`config.mk`:
```
export PLATFORM = sky130hd
export DESIGN_NAME = lazy_mig_ctrl
export DESIGN_NICKNAME = d
export VERILOG_FILES = /design/src/rtl/lazy_mig_pkg.sv /design/src/rtl/lazy_mig_decide.sv /design/src/rtl/lazy_mig_count.sv /design/src/rtl/lazy_mig_ctrl.sv
export SDC_FILE = /design/constraint.sdc
export NUM_CORES = 1
export LEC_CHECK = 0
export BUFFER_PORTS_ARGS = -buffer_cell sky130_fd_sc_hd__clkbuf_2
export CORE_MARGIN = 3
export CORE_UTILIZATION = 58
export CTS_CLUSTER_SIZE = 10
export DETAILED_ROUTE_END_ITERATION = 8
export PLACE_DENSITY = 0.9
export SLEW_MARGIN = 20
export SYNTH_ARGS = -nofsm -noshare
export SYNTH_HDL_FRONTEND = slang
export SYNTH_SLANG_ARGS = --single-unit
```
`constraint.sdc`:
```
create_clock -name clk -period 11.36 [get_ports clk]
set_input_delay 1.704 -clock clk [delete_from_list [all_inputs] [get_ports clk]]
set_output_delay 1.704 -clock clk [all_outputs]
set_load 0.02 [all_outputs]
```
`src/rtl/lazy_mig_pkg.sv`:
```
package lazy_mig_pkg;
  // Strobes from the decision logic to the counting datapath.
  typedef struct packed {
    logic arrive;
    logic fastDep;
    logic done;
    logic cancel;
    logic slowDep;
    logic start;
  } migStrobe_t;
endpackage

```
`src/rtl/lazy_mig_decide.sv`:
```
module lazy_mig_decide
  import lazy_mig_pkg::*;
#(
  parameter int FAST_DEPTH = 6,
  parameter int SLOW_DEPTH = 12,
  parameter int THR_FRAC = 3,
  localparam int THR_W = THR_FRAC + 1,
  localparam int FC_W = $clog2(FAST_DEPTH + 1),
  localparam int SC_W = $clog2(SLOW_DEPTH + 1)
) (
  input  logic             clk,
  input  logic             rstN,
  input  logic             arrive,
  input  logic             fastDepart,
  input  logic             migDone,
  input  logic             migCancel,
  input  logic             slowDepart,
  input  logic             eagerMode,
  input  logic [THR_W-1:0] thrNum,
  input  logic [FC_W-1:0]  fastCount,
  input  logic [SC_W-1:0]  slowCount,
  output migStrobe_t       st
);
  logic [31:0] occScaled;
  logic [31:0] thrScaled;
  logic        overThr;
  logic        slowRoom;

  // Division-free ratio test: (occ+1)/FAST_DEPTH > thrNum/2^THR_FRAC
  always_comb begin
    occScaled = (32'(fastCount) + 32'd1) << THR_FRAC;
    thrScaled = 32'(thrNum) * 32'(FAST_DEPTH);
    overThr   = occScaled > thrScaled;
    slowRoom  = slowCount < SC_W'(SLOW_DEPTH);
  end

  always_comb begin
    st.arrive  = arrive;
    st.fastDep = fastDepart;
    st.done    = migDone;
    st.cancel  = migCancel;
    st.slowDep = slowDepart;
    st.start   = arrive && slowRoom && (eagerMode || overThr);
  end


  no_idle_start_chk: assert property (@(posedge clk) disable iff (!rstN)
    !arrive |-> !st.start);
endmodule

```
`src/rtl/lazy_mig_count.sv`:
```
module lazy_mig_count
  import lazy_mig_pkg::*;
#(
  parameter int FAST_DEPTH = 6,
  parameter int SLOW_DEPTH = 12,
  parameter int CNT_W = 16,
  localparam int FC_W = $clog2(FAST_DEPTH + 1),
  localparam int SC_W = $clog2(SLOW_DEPTH + 1)
) (
  input  logic             clk,
  input  logic             rstN,
  input  migStrobe_t       st,
  output logic [FC_W-1:0]  fastCount,
  output logic [SC_W-1:0]  slowCount,
  output logic [CNT_W-1:0] startCount,
  output logic [CNT_W-1:0] cancelCount
);
  logic [FC_W-1:0] fastNext;
  logic [SC_W-1:0] slowNext;

  always_comb begin
    fastNext = fastCount + FC_W'(st.arrive) - FC_W'(st.fastDep)
             - FC_W'(st.done) - FC_W'(st.cancel);
    slowNext = slowCount + SC_W'(st.start) - SC_W'(st.slowDep)
             - SC_W'(st.cancel);
  end

  always_ff @(posedge clk) begin
    if (!rstN) begin
      fastCount   <= '0;
      slowCount   <= '0;
      startCount  <= '0;
      cancelCount <= '0;
    end else begin
      fastCount   <= fastNext;
      slowCount   <= slowNext;
      startCount  <= startCount + CNT_W'(st.start);
      cancelCount <= cancelCount + CNT_W'(st.cancel);
    end
  end


  fast_bound_chk: assert property (@(posedge clk) disable iff (!rstN)
    fastCount <= FC_W'(FAST_DEPTH));

  slow_bound_chk: assert property (@(posedge clk) disable iff (!rstN)
    slowCount <= SC_W'(SLOW_DEPTH));

  slow_full_chk: assert property (@(posedge clk) disable iff (!rstN)
    (slowCount == SC_W'(SLOW_DEPTH)) |-> !st.start);

  start_step_chk: assert property (@(posedge clk) disable iff (!rstN)
    st.start |=> startCount == $past(startCount) + CNT_W'(1));

  start_hold_chk: assert property (@(posedge clk) disable iff (!rstN)
    !st.start |=> $stable(startCount));

  cancel_step_chk: assert property (@(posedge clk) disable iff (!rstN)
    st.cancel |=> cancelCount == $past(cancelCount) + CNT_W'(1));
endmodule

```
`src/rtl/lazy_mig_ctrl.sv`:
```
module lazy_mig_ctrl
  import lazy_mig_pkg::*;
#(
  parameter int FAST_DEPTH = 6,
  parameter int SLOW_DEPTH = 12,
  parameter int THR_FRAC = 3,
  parameter int CNT_W = 16,
  localparam int THR_W = THR_FRAC + 1,
  localparam int FC_W = $clog2(FAST_DEPTH + 1),
  localparam int SC_W = $clog2(SLOW_DEPTH + 1)
) (
  input  logic             clk,
  input  logic             rstN,
  input  logic             arrive,
  input  logic             fastDepart,
  input  logic             migDone,
  input  logic             migCancel,
  input  logic             slowDepart,
  input  logic             eagerMode,
  input  logic [THR_W-1:0] thrNum,
  output logic             migrateEn,
  output logic [FC_W-1:0]  fastCount,
  output logic [SC_W-1:0]  slowCount,
  output logic [CNT_W-1:0] startCount,
  output logic [CNT_W-1:0] cancelCount
);
  migStrobe_t st;

  lazy_mig_decide #(
    .FAST_DEPTH(FAST_DEPTH), .SLOW_DEPTH(SLOW_DEPTH), .THR_FRAC(THR_FRAC)
  ) i_decide (
    .clk(clk), .rstN(rstN), .arrive(arrive), .fastDepart(fastDepart),
    .migDone(migDone), .migCancel(migCancel), .slowDepart(slowDepart),
    .eagerMode(eagerMode), .thrNum(thrNum), .fastCount(fastCount),
    .slowCount(slowCount), .st(st)
  );

  lazy_mig_count #(
    .FAST_DEPTH(FAST_DEPTH), .SLOW_DEPTH(SLOW_DEPTH), .CNT_W(CNT_W)
  ) i_count (
    .clk(clk), .rstN(rstN), .st(st), .fastCount(fastCount),
    .slowCount(slowCount), .startCount(startCount), .cancelCount(cancelCount)
  );

  assign migrateEn = st.start;
endmodule

```
==> impl_summary.log <==
INFO  metric fin_hold_ws = approximately 480 ps
INFO  metric ys_warn_count = 0
INFO  metric critical-path-slowest-cell = sky130_fd_sc_hd__ha_1
INFO  metric grt_setup_unrepaired = false
INFO  metric path_cells = clkbuf_2 -> ha_1 -> a21oi_1 -> nor2_1 -> nor2_1 -> xor2_1 -> ha_1 -> a21o_1 -> a211oi_1 -> o21ai_0 -> o311a_1 -> clkbuf_2
INFO  metric critical-path-top-delay-family = compound AO/OA/AOI/OAI gates
INFO  metric final_net_count = between 300 and 400
INFO  metric place.detailed.instances = 322
INFO  metric hold_violations = 0
INFO  metric total_leakage_power = 1.32 nW
INFO  metric die_h = 67.7 microns
INFO  metric irDropWorstVdd = around 0.11 mV
INFO  metric clk-insertion-delay-late = about 290 ps
INFO  metric drt_pre_antenna_iters = 4
INFO  metric placement.cell_area = ~2500 sq um
INFO  metric final_cells = 330
INFO  metric slew-limit-headroom = between 50% and 60%
INFO  metric grt_overall_usage = a little under a fifth
INFO  metric worst-endpoint-required = a little under 10000 ps
INFO  metric cts_setup_buffers = 0
INFO  metric syn-instance-count = about 230
INFO  metric tightest_slew = around 700 ps
INFO  metric drc_errors = 0
INFO  metric coreArea = ~3500 sq um
INFO  metric place_congestion = just under 0.8
INFO  metric dr_total_vias = between 1500 and 2000
INFO  metric worstHoldPathType = reg -> reg
INFO  metric grt_max_degree = between 40 and 50
INFO  metric cts.reportedPaths.clkPinSlew = approximately 80 ps
INFO  metric pin_count = 52
INFO  metric cts_inserted_buffers = 5
INFO  metric overflow = 0
INFO  metric cp_max_fo = 4
INFO  metric totalNegativeSetupSlack = 0 ps
INFO  metric syn_area_per_cell = roughly 9.6 sq um
INFO  metric cts_tree = built
INFO  metric diodes = 0
INFO  metric report.power.total = between 0.3 and 0.4 mW
INFO  metric number_of_synthesized_register_bits = 39
INFO  metric portBuffers = just over 50
INFO  metric synthFlopType = sky130_fd_sc_hd__dfxtp_1
INFO  metric status = completed
INFO  metric cts.sinks = 39
INFO  metric clock.fmax = 184 MHz
INFO  metric critical_path_class = in -> out
INFO  metric synth-edff-count = 0
INFO  metric rows = 21
INFO  metric cts_hold_buffers = 0
INFO  metric maxCapViolations = 0
INFO  metric die_w = 67.7 microns
INFO  metric clockBufferDepth = 2
INFO  metric final_wirelength = about 4000 microns
INFO  metric post_cts_resized = 0
INFO  metric synth_area = 2210 sq um
INFO  metric synth.yosys.seq_area_share = 35.4%
INFO  metric syn_to_final_growth = 17.5%
INFO  metric vias_in_the_first_global_route = around 1600
INFO  metric start_util = 63.1%
INFO  metric antenna_violations_before_repair = 0
INFO  metric timing.final.setup_violations = 0
INFO  metric vias_per_inst = ~5.1
INFO  metric fin_area = 2590 sq um
INFO  metric finalMaxSlewViolations = 0
INFO  metric synth_async_sr_flop_share = 0%
INFO  metric htreeDepth = 2
INFO  metric fin_crit = 5450 ps
INFO  metric critical_path_buf_inv_count = 2
INFO  metric clock_tree.root_cell = sky130_fd_sc_hd__clkbuf_8
INFO  metric fin_skew = approximately 7.7 ps
INFO  metric detail_route.iter0.violations = 52
INFO  metric die_area = between 4000 and 5000 sq um
INFO  metric grt_first_pass_wirelength = 6560 microns
INFO  metric critPathLaunchType = input pin
INFO  metric postSynthNetCount = roughly 270
INFO  metric worst_ep_arrival_time = roughly 3800 ps
INFO  metric min_period_over_period = 48.0%
INFO  metric power_per_cell_area = roughly 140 nW/um^2
INFO  metric antenna_violating_nets_post_route = 0
INFO  metric post_drt_wl_per_cell = 12.0 microns
INFO  metric hpwlAfterDp = approximately 3100 microns
INFO  metric fill_cells = ~260
INFO  metric critical-path-max-stage-delay = between 300 and 400 ps
INFO  metric ratio_of_cells_with_drive_above_1_in_the_final_layout = between 20% and 30%
INFO  metric synthDistinctLibCells = 33
INFO  metric worstSetupEndpointType = output pin
kinds of logic (layout without fill, tap and decap cells):
logic type      Yosys count  count (layout)  synth area share, %
fa+ha+maj                26              26                 16.4
mux                       5               5                 2.27
xor+xnor                 28              28                 11.1
buf+inv                  27              82                 4.59
compound gates            9               9                 2.61
simple gates             95              95                 27.6
flops                    39              39                 35.4
worst register-to-register path: stages, from the launching register on:
cell	delay, ps
sky130_fd_sc_hd__dfxtp_1	350
sky130_fd_sc_hd__ha_1	210
sky130_fd_sc_hd__xor2_1	160
sky130_fd_sc_hd__ha_1	310
sky130_fd_sc_hd__a21o_1	180
sky130_fd_sc_hd__a211oi_1	230
sky130_fd_sc_hd__o21ai_0	130
sky130_fd_sc_hd__o311a_1	170
sky130_fd_sc_hd__fa_1	470
sky130_fd_sc_hd__ha_1	200
sky130_fd_sc_hd__ha_1	190
sky130_fd_sc_hd__fa_1	370
sky130_fd_sc_hd__xnor2_1	130
sky130_fd_sc_hd__and2_1	140
routing by layer:
| layer | vias up | GRT usage (%) | part of all wire (%) |
|---|---|---|---|
| met2 | 35 | 34.0 | 49 |
| met4 | 0 | 6.08 | 1.0 |
| met1 | 777 | 21.2 | 45 |
| met5 | - | 0 | 0 |
| li1 | 859 | - | - |
| met3 | 4 | 5.49 | 5.4 |
final timing paths:
kind / from / cells after the start / slack, ps / end
setup / recovery: thrNum[1] / 12 / 5910 / migrateEn
hold / removal: i_count.startCount[15]$_SDFF_PN0_ / 2 / 480 / i_count.startCount[15]$_SDFF_PN0_
setup reg to reg: i_count.fastCount[0]$_SDFF_PN0_ / 13 / 8010 / i_count.slowCount[3]$_SDFF_PN0_
hold reg to reg: i_count.startCount[15]$_SDFF_PN0_ / 2 / 480 / i_count.startCount[15]$_SDFF_PN0_
sequential cells by signal, indices dropped and copies added, names as in the netlist:
register / count
i_count.cancelCount: 16
i_count.fastCount: 3
i_count.slowCount: 4
i_count.startCount: 16
cell usage after synthesis (3+ instances only):
master                     count  area share (%)
sky130_fd_sc_hd__mux2i_1       5             2.3
sky130_fd_sc_hd__clkbuf_1      4            0.68
sky130_fd_sc_hd__xnor2_1      12             4.8
sky130_fd_sc_hd__nor4_1        3            0.85
sky130_fd_sc_hd__nor3_1        5             1.1
sky130_fd_sc_hd__ha_1         21              12
sky130_fd_sc_hd__nand2_1      14             2.4
sky130_fd_sc_hd__nor4_2        3             1.7
sky130_fd_sc_hd__nor2_1        8             1.4
sky130_fd_sc_hd__dfxtp_1      39              35
sky130_fd_sc_hd__nand2b_1      5             1.4
sky130_fd_sc_hd__nand4_2       3             1.7
sky130_fd_sc_hd__a21oi_1       3            0.68
sky130_fd_sc_hd__nand3_1       9             2.0
sky130_fd_sc_hd__and2_1       32             9.1
sky130_fd_sc_hd__xor2_1       16             6.4
sky130_fd_sc_hd__fa_1          5             4.5
sky130_fd_sc_hd__inv_1        23             3.9
metrics by stage:
step / setup WS [ps] / util (%)
finish: 5910 / 74.2
global route: 5810 / 74.2
CTS: 5930 / 74.2
detailed placement: 5930 / 71.6
global placement: 6030 / 71.6
floorplan: 6340 / -
cell usage in the layout, fill, tap and decap left out, types with 2 or more instances in the layout:
cell and count:
sky130_fd_sc_hd__nand4_1 2, sky130_fd_sc_hd__nor4_1 3, sky130_fd_sc_hd__clkbuf_2 51, sky130_fd_sc_hd__mux2i_1 5
sky130_fd_sc_hd__o21ai_0 2, sky130_fd_sc_hd__clkbuf_8 5, sky130_fd_sc_hd__clkinvlp_4 2, sky130_fd_sc_hd__nand3_1 9
sky130_fd_sc_hd__dfxtp_1 39, sky130_fd_sc_hd__a21oi_1 3, sky130_fd_sc_hd__and2_1 32, sky130_fd_sc_hd__nand2_1 14
sky130_fd_sc_hd__nand2b_1 5, sky130_fd_sc_hd__xor2_1 16, sky130_fd_sc_hd__nor2_1 8, sky130_fd_sc_hd__xnor2_1 12
sky130_fd_sc_hd__fa_1 5, sky130_fd_sc_hd__nor3_1 5, sky130_fd_sc_hd__inv_1 23, sky130_fd_sc_hd__nor2b_1 2
sky130_fd_sc_hd__ha_1 21, sky130_fd_sc_hd__and3_1 2, sky130_fd_sc_hd__nor4_2 3, sky130_fd_sc_hd__nand4_2 3
power by group:
group / total, mW / leakage, nW / switching, mW / internal (mW)
clock: 0.0915 / 0.0402 / 0.0488 / 0.0427
combinational: 0.105 / 0.963 / 0.0586 / 0.0468
sequential: 0.160 / 0.317 / 0.0101 / 0.150
layout make-up:
type                            instances  area [sq um]  area share (%)
Sequential cell                        39           781            30.1
Multi-Input combinational cell        163          1320            51.1
Clock inverter                          3          20.0           0.772
Inverter                               23          86.3            3.33
Timing Repair Buffer                   51           255            9.85
Clock buffer                            5          68.8            2.65
Tap cell                               46          57.6            2.22
No activity file was read; power rests on OpenSTA's default activity.
